File: src/rtl/lio_pkg.sv
package lio_pkg;
  typedef enum logic [2:0] {
    S_IDLE  = 3'd0,
    S_CHECK = 3'd1,
    S_CYC1  = 3'd2,
    S_CYC2  = 3'd3,
    S_DONE  = 3'd4
  } lio_state_t;
endpackage

File: src/rtl/lio_ctrl.sv
module lio_ctrl
  import lio_pkg::*;
(
  input  logic clk,
  input  logic rst,
  input  logic start,
  input  logic q_zero,
  input  logic dev_busy,
  input  logic dev_attn,
  input  logic sto_gnt,
  input  logic sto_rvalid,
  output logic cap_en,
  output logic take_sel,
  output logic second,
  output logic sto_req,
  output logic byte_hi,
  output logic byte_lo,
  output logic retry,
  output logic done
);
  lio_state_t state;
  logic       issued;   // request granted, awaiting data
  logic       blocked;

  assign blocked = dev_busy | dev_attn;

  always_ff @(posedge clk) begin
    if (rst) begin
      state  <= S_IDLE;
      issued <= 1'b0;
    end else begin
      case (state)
        S_IDLE:  if (start) state <= S_CHECK;
        S_CHECK: begin
          if (q_zero)        state <= S_DONE;
          else if (!blocked) state <= S_CYC1;
        end
        S_CYC1, S_CYC2: begin
          if (!issued && sto_gnt) issued <= 1'b1;
          if (issued && sto_rvalid) begin
            issued <= 1'b0;
            state  <= (state == S_CYC1) ? S_CYC2 : S_DONE;
          end
        end
        S_DONE:  state <= S_IDLE;
        default: state <= S_IDLE;
      endcase
    end
  end

  always_comb begin
    cap_en   = (state == S_IDLE) && start;
    take_sel = (state == S_CHECK) && !q_zero && !blocked;
    retry    = (state == S_CHECK) && !q_zero && blocked;
    second   = (state == S_CYC2);
    sto_req  = ((state == S_CYC1) || (state == S_CYC2)) && !issued;
    byte_hi  = (state == S_CYC1) && issued && sto_rvalid;
    byte_lo  = (state == S_CYC2) && issued && sto_rvalid;
    done     = (state == S_DONE);
  end
endmodule

File: src/rtl/lio_capture.sv
module lio_capture #(
  parameter int AW = 16,
  parameter int QW = 8,
  parameter int SW = 4
) (
  input  logic          clk,
  input  logic          rst,
  input  logic          cap_en,
  input  logic          take_sel,
  input  logic          second,
  input  logic [AW-1:0] opnd_addr,
  input  logic [QW-1:0] qcode,
  input  logic [SW-1:0] reg_sel,
  output logic          q_zero,
  output logic [AW-1:0] sto_addr,
  output logic [SW-1:0] sel_q
);
  logic [AW-1:0] base_q;

  always_ff @(posedge clk) begin
    if (rst) begin
      base_q <= '0;
      q_zero <= 1'b0;
      sel_q  <= '0;
    end else begin
      if (cap_en) begin
        base_q <= opnd_addr;
        q_zero <= (qcode == '0);
      end
      if (take_sel) sel_q <= reg_sel;
    end
  end

  // second byte sits at the next address, wrapping across the top
  assign sto_addr = second ? base_q + AW'(1) : base_q;
endmodule

File: src/rtl/lio_steer.sv
module lio_steer #(
  parameter int SW = 4
) (
  input  logic [SW-1:0] sel_q,
  input  logic          byte_hi,
  input  logic          byte_lo,
  input  logic [7:0]    sto_rdata,
  output logic          lsr_wr_hi,
  output logic          lsr_wr_lo,
  output logic          att_wr_hi,
  output logic          att_wr_lo,
  output logic [SW-2:0] wr_index,
  output logic [7:0]    wr_data
);
  localparam int LOC_BIT = SW - 1;
  logic to_cpu;

  assign to_cpu    = sel_q[LOC_BIT];
  assign lsr_wr_hi = byte_hi &&  to_cpu;
  assign lsr_wr_lo = byte_lo &&  to_cpu;
  assign att_wr_hi = byte_hi && !to_cpu;
  assign att_wr_lo = byte_lo && !to_cpu;
  assign wr_index  = sel_q[LOC_BIT-1:0];
  assign wr_data   = sto_rdata;
endmodule

File: src/rtl/lio_seq.sv
module lio_seq #(
  parameter int AW = 16,
  parameter int QW = 8,
  parameter int SW = 4
) (
  input  logic          clk,
  input  logic          rst,
  input  logic          start,
  input  logic [AW-1:0] opnd_addr,
  input  logic [QW-1:0] qcode,
  input  logic          dev_busy,
  input  logic          dev_attn,
  input  logic [SW-1:0] reg_sel,
  output logic          sto_req,
  input  logic          sto_gnt,
  output logic [AW-1:0] sto_addr,
  input  logic          sto_rvalid,
  input  logic [7:0]    sto_rdata,
  output logic          lsr_wr_hi,
  output logic          lsr_wr_lo,
  output logic          att_wr_hi,
  output logic          att_wr_lo,
  output logic [SW-2:0] wr_index,
  output logic [7:0]    wr_data,
  output logic          retry,
  output logic          done
);
  logic          cap_en, take_sel, second, q_zero, byte_hi, byte_lo;
  logic [SW-1:0] sel_q;

  lio_ctrl u_ctrl (
    .clk(clk), .rst(rst), .start(start), .q_zero(q_zero),
    .dev_busy(dev_busy), .dev_attn(dev_attn),
    .sto_gnt(sto_gnt), .sto_rvalid(sto_rvalid),
    .cap_en(cap_en), .take_sel(take_sel), .second(second),
    .sto_req(sto_req), .byte_hi(byte_hi), .byte_lo(byte_lo),
    .retry(retry), .done(done)
  );

  lio_capture #(.AW(AW), .QW(QW), .SW(SW)) u_cap (
    .clk(clk), .rst(rst), .cap_en(cap_en), .take_sel(take_sel),
    .second(second), .opnd_addr(opnd_addr), .qcode(qcode),
    .reg_sel(reg_sel), .q_zero(q_zero), .sto_addr(sto_addr),
    .sel_q(sel_q)
  );

  lio_steer #(.SW(SW)) u_steer (
    .sel_q(sel_q), .byte_hi(byte_hi), .byte_lo(byte_lo),
    .sto_rdata(sto_rdata),
    .lsr_wr_hi(lsr_wr_hi), .lsr_wr_lo(lsr_wr_lo),
    .att_wr_hi(att_wr_hi), .att_wr_lo(att_wr_lo),
    .wr_index(wr_index), .wr_data(wr_data)
  );
endmodule

File: config.mk
export PLATFORM = sky130hd
export DESIGN_NAME = lio_seq
export DESIGN_NICKNAME = d
export VERILOG_FILES = /design/src/rtl/lio_pkg.sv /design/src/rtl/lio_ctrl.sv /design/src/rtl/lio_capture.sv /design/src/rtl/lio_steer.sv /design/src/rtl/lio_seq.sv
export SDC_FILE = /design/constraint.sdc
export NUM_CORES = 1
export LEC_CHECK = 0
export BUFFER_PORTS_ARGS = -buffer_cell sky130_fd_sc_hd__buf_2
export CORE_MARGIN = 1.5
export CORE_UTILIZATION = 30
export CTS_CLUSTER_SIZE = 16
export DETAILED_ROUTE_END_ITERATION = 7
export GPL_ROUTABILITY_DRIVEN = 0
export GPL_TIMING_DRIVEN = 0
export PLACE_DENSITY = 0.62
export SKIP_CTS_REPAIR_TIMING = 1
export SLEW_MARGIN = 0
export SYNTH_ARGS = -nofsm -noshare
export SYNTH_HDL_FRONTEND = slang
export SYNTH_SLANG_ARGS = --single-unit
File: constraint.sdc
create_clock -name clk -period 1.4 [get_ports clk]
set_clock_uncertainty 0.15 [all_clocks]
set_input_delay 0.21 -clock clk [delete_from_list [all_inputs] [get_ports clk]]
set_output_delay 0.21 -clock clk [all_outputs]
set_load 0.01 [all_outputs]
**Yosys cells after proc, flatten, opt, wreduce, memory -nomap -nowiden**

Cells that the tools add are included.

- Add/sub/neg operators: 1
- Equal/unequal tests: 7
- Multiplexer cells: 9
- Bitwise logic cells: 1
- Reductions and logical operators: 26

Operator list:

| kind | count |
|---|---|
| adder 16 x 1 -> 16 bit (second input constant) | 1 |
| 2-to-1 mux 16 bit | 1 |
| logical AND 1 bit | 15 |
| 2-to-1 mux 3 bit | 5 |
| one-hot mux 3 bit (3 select lines) | 1 |
| logical NOT 8 bit | 1 |
| == test 3 x 2 -> 1 bit (second input constant) | 2 |
| logical NOT 1 bit | 4 |
| == test 3 x 1 -> 1 bit (second input constant) | 1 |
| == test 3 bit (second input constant) | 1 |
| logical NOT 3 bit | 1 |
| inequality test 3 x 2 -> 1 bit (second input constant) | 1 |
| AND reduction 3 bit | 1 |
| 2-to-1 mux 1 bit | 2 |
| inequality test 2 x 1 -> 1 bit (second input constant) | 1 |
| inequality test 2 bit (second input constant) | 1 |
| AND reduction 2 bit | 1 |
| nonzero test 2 bit | 1 |
| OR reduction 2 bit | 1 |
| logical OR 1 bit | 1 |
| bitwise OR 1 bit | 1 |

- Register bits: 25
- Word-level logic and storage cells: 49

**Depth between registers and ports, before layout**

- Depth after elaboration: 4
- Depth in mapped cells: 6

**Cells and area by module**

From an unflattened synthesis, not the netlist that was laid out.

- Cells, all modules: 169
- Area, all modules: 1540.2 µm²

By module, submodules not included:

| module | times used | cells an instance | area an instance (µm²) |
|---|---|---|---|
| lio_capture | 1 | 119 | 1153.6 |
| lio_ctrl | 1 | 35 | 279.0 |
| lio_steer | 1 | 15 | 107.6 |

**Worst setup path before layout**

Ideal clock, no wire load.

- Path type: register -> output
- Start point: reg u_ctrl.state[0]
- End point: out att_wr_hi
- Data arrival time: 1.315 ns
- Data required time: 1.040 ns
- Setup slack: -0.275 ns
- Stages on the path, launching flop included: 4
- Cell sequence: dfxtp_1 > buf_2 > or3b_2 > nor3_1

- Word-level cells in the longest chain between the ends: 4

RTL lines:

| element | RTL line | source |
|---|---|---|
| start: declaration | lio_ctrl.sv:21 | `lio_state_t state;` |
| start signal: assignment | lio_ctrl.sv:42 | `state <= (state == S_CYC1) ? S_CYC2 : S_DONE;` |
| == test 3 x 2 -> 1 bit | lio_ctrl.sv:57 | `byte_hi = (state == S_CYC1) && issued && sto_rvalid;` |
| logical AND 1 bit (2 in a row) | lio_ctrl.sv:57 |  |
| logical AND 1 bit | lio_steer.sv:21 | `assign att_wr_hi = byte_hi && !to_cpu;` |
| end: declaration | lio_seq.sv:21 | `output logic att_wr_hi,` |

Every way passes these cells.

**Final worst setup path**

- Start point: reg u_ctrl.state[2]
- End point: out att_wr_hi

The elaborated chain is that of the path after synthesis.

==> results.ini <==
[outcome]
status = complete, but fails checks
violations = negative hold slack, negative setup slack

[layout]
seq_area_sq_um = 520
fin_cells = 325
nets = 318
filler_cell_count = 437
syn_to_final_growth_pct = 68.4
drive_gt1_frac = 0.619
antenna_cells = 0
multiInputGateArea_sq_um = 1030

[worst_setup_path]
r2r_end = u_cap.base_q[4]
timing.rr.start = u_ctrl.state[0]
worst-setup-path-type = reg2out
path_cells = buf_6 > buf_4 > buf_4 > or3b_4 > nor3_2 > buf_2
critical_path_arrival_ps = 1650
cp-startpoint = u_ctrl.state[2]
crit_path_max_incr_delay_ps = 400
crit_required_ps = 1040
path_common_cell = buf_4
end_kind = output pin
cp_max_fo = 4
ff2ff_path_depth = 5
critPathSlowestCell = or3b_4
startpoint_type = flip-flop
r2r_slack_ps = -210

[pwr]
comb_power_share = 0.323
pwr-share-seq = 0.442
p_total_w = 0.00191
clkPwrFrac = 0.235
vdd_drop_max_uv = 718
p_sw_w = 0.000593
intPower_w = 0.00132
power_leakage_nw = 1.24
switching_share = 0.310
power_density_nw_per_um2 = 792

[sta]
drv_slew = 0
holdWs_ps = -6.26
period_needed_ps = 2010
period_share = 1.43
fmax_mhz = 498
grt_setup_unrepaired = true
setup_viol = 44
tightest_slew_ps = 572
setup_ws_ps = -608
max_slew_margin = 0.619
hold_viol_final = 1

[synth]
synth_fa_ha_area_frac = 0.00874
syn-num-nets = 224
async_reset_ff_frac = 0
syn_area_sq_um = 1430
synth_simple_gate_area_frac = 0.331
yosysWarnings = 0
avgSynthCellArea_sq_um = 7.95
yosysSeqAreaShare = 0.350
synth_top_family_by_area = simple AND/OR/NAND/NOR gates
synth_seq_cells = 25
ys.flop_type = dfxtp_1
synth_mux_area_frac = 0.0280
synth_cell_types = 35
synth_edf_count = 0
synthXorXnorAreaFrac = 0.0918
synth_compound_area_frac = 0.0900
syn_inst = 180

[clock_network]
cts_root_buf = clkbuf_8
cts_tree = done
path_clk_slew_ps = 100
worstSkewPairLatency_ps = 260
clockBufferDepth = 2
cts.htree.levels = 1
cts_made_buffers = 3
clock_sinks = 25

[grt]
track_usage = 0.147
grt_overflow_total = 0
grt_pass1_vias = 1361
grt_pass1_wl_mm = 6.09
grt_start_max_net_pins = 16
antenna_found_initial = 0

[place]
io_buffers = 68
dp.cells = 300
dp_hpwl_mm = 2.82

[floorplan]
die_y_microns = 72.1
fp-row-count = 24
die_area_sq_um = 5190
num_io_pins = 77
chipWidth_microns = 72.1
initial_core_util = 0.320
core_region_area_sq_um = 4470

[routing]
ant_nets = 0
wl_per_cell_microns = 12.7
met3_length_microns = 268
top_layer_used = met4
totalWireLength_mm = 4.14
num_vias = 1528
drc = 0
drt_pre_antenna_iters = 4
wl_met2_mm = 2.05
vias_per_cell = 4.70
met1_length_mm = 1.80
drtIter0Drc = 72

[min_path]
min_to = u_cap.base_q[14]
whs_path_depth = 2
hp-class = in2reg
hp-start = rst

[job]
maxCapViolCount = 0

==> power by group through the flow <==
stage               Combinational, W  Sequential [W]  Clock, W
finish                      0.000616        0.000845  0.000449
global route                0.000678        0.000855  0.000491
CTS                         0.000466        0.000838  0.000463
detailed placement          0.000466        0.000854         0
global placement            0.000461        0.000853         0
floorplan                   0.000312        0.000841         0
==> stage by stage <==
step | worst slack [ps] | setup TNS (ps) | instance area, sq um | utilization | hold WS, ps
after global routing | -667 | -16610 | 2410 | 0.539 | -2.10
after detailed placement | -434 | -8810 | 1970 | 0.441 | 293
after global placement | -410 | -8300 | 1970 | 0.441 | 289
after CTS | -742 | -15490 | 2020 | 0.451 | -5.49
final | -608 | -13420 | 2410 | 0.539 | -6.26
after floorplan | -237 | -2860 | 1570 | - | 129
==> how the worst max path moves through the flow <==
| stage | to | depth (start not counted) |
|---|---|---|
| floorplan | sto_addr[6] | 6 |
| detailed placement | sto_addr[6] | 7 |
| global placement | sto_addr[6] | 7 |
| finish | att_wr_hi | 6 |
| global route | sto_addr[10] | 5 |
| CTS | sto_addr[6] | 7 |
==> placed cells by master (no fill, tap or decap), types with 2 or more instances in the layout <==
cell type	netlist	routed
nor3_2	0	3
nor2_1	12	8
xnor2_2	0	11
dfxtp_1	25	15
buf_8	0	2
a21oi_2	1	5
nand2_2	0	6
dfxtp_2	0	7
dfxtp_4	0	3
nand3_1	7	6
nand2_4	0	6
and3_1	5	3
mux2i_1	4	4
nor2_4	0	3
nand4_1	3	3
buf_6	3	17
buf_2	4	67
nand2_1	44	32
buf_4	11	19
xnor2_1	14	3
clkbuf_1	2	2
clkbuf_8	0	3
a21oi_1	18	14
nor4_1	2	2
and3_4	0	2
==> logic make-up (layout without fill, tap and decap cells) <==
| family | after synthesis | in the layout |
|---|---|---|
| simple gates | 92 | 92 |
| flops | 25 | 25 |
| compound gates | 23 | 23 |
| buf+inv | 20 | 113 |
| xor+xnor | 15 | 15 |
| mux | 4 | 4 |
| fa+ha+maj | 1 | 1 |
==> area by class of cell <==
| class | count | share of cell area |
|---|---|---|
| buffer | 19 | 0.0685 |
| clock buffer | 3 | 0.0171 |
| clock inverter | 1 | 0.00260 |
| multi-input combinational | 135 | 0.429 |
| sequential | 25 | 0.216 |
| tap | 52 | 0.0270 |
| timing repair buffer | 90 | 0.239 |
==> critical path, delay by kind of cell, from the launching register on <==
kind / cells / cell delay, ps
buffers and inverters: 4 / 540
DFF: 1 / 330
and+or+nand+nor: 2 / 520
==> state kept, by name (all words and copies together), names as in the netlist <==
signal         cells
u_cap.base_q      16
u_cap.sel_q        4
u_ctrl.state       3
u_cap.q_zero       1
u_ctrl.issued      1
==> Yosys cell counts (2+ instances only) <==
master,number,share of area
and3_1,5,0.022
buf_6,3,0.024
nor3b_1,2,0.010
nor2_1,12,0.031
nor4_1,2,0.0087
and4_1,2,0.012
nor3_1,3,0.010
mux2i_1,4,0.028
nand4_1,3,0.013
clkbuf_1,2,0.0052
or2_2,2,0.0087
xnor2_1,14,0.086
dfxtp_1,25,0.35
nand3_1,7,0.024
buf_2,4,0.014
buf_4,11,0.058
a21oi_1,18,0.063
nand2_1,44,0.12
==> metal layers <==
metal | vias to the layer above | GRT usage
li1 | 786 | -
met1 | 679 | 0.186
met2 | 61 | 0.252
met3 | 2 | 0.0389
met4 | 0 | 0.0294
met5 | - | 0
Note: power is estimated with default switching activity, not from simulation.
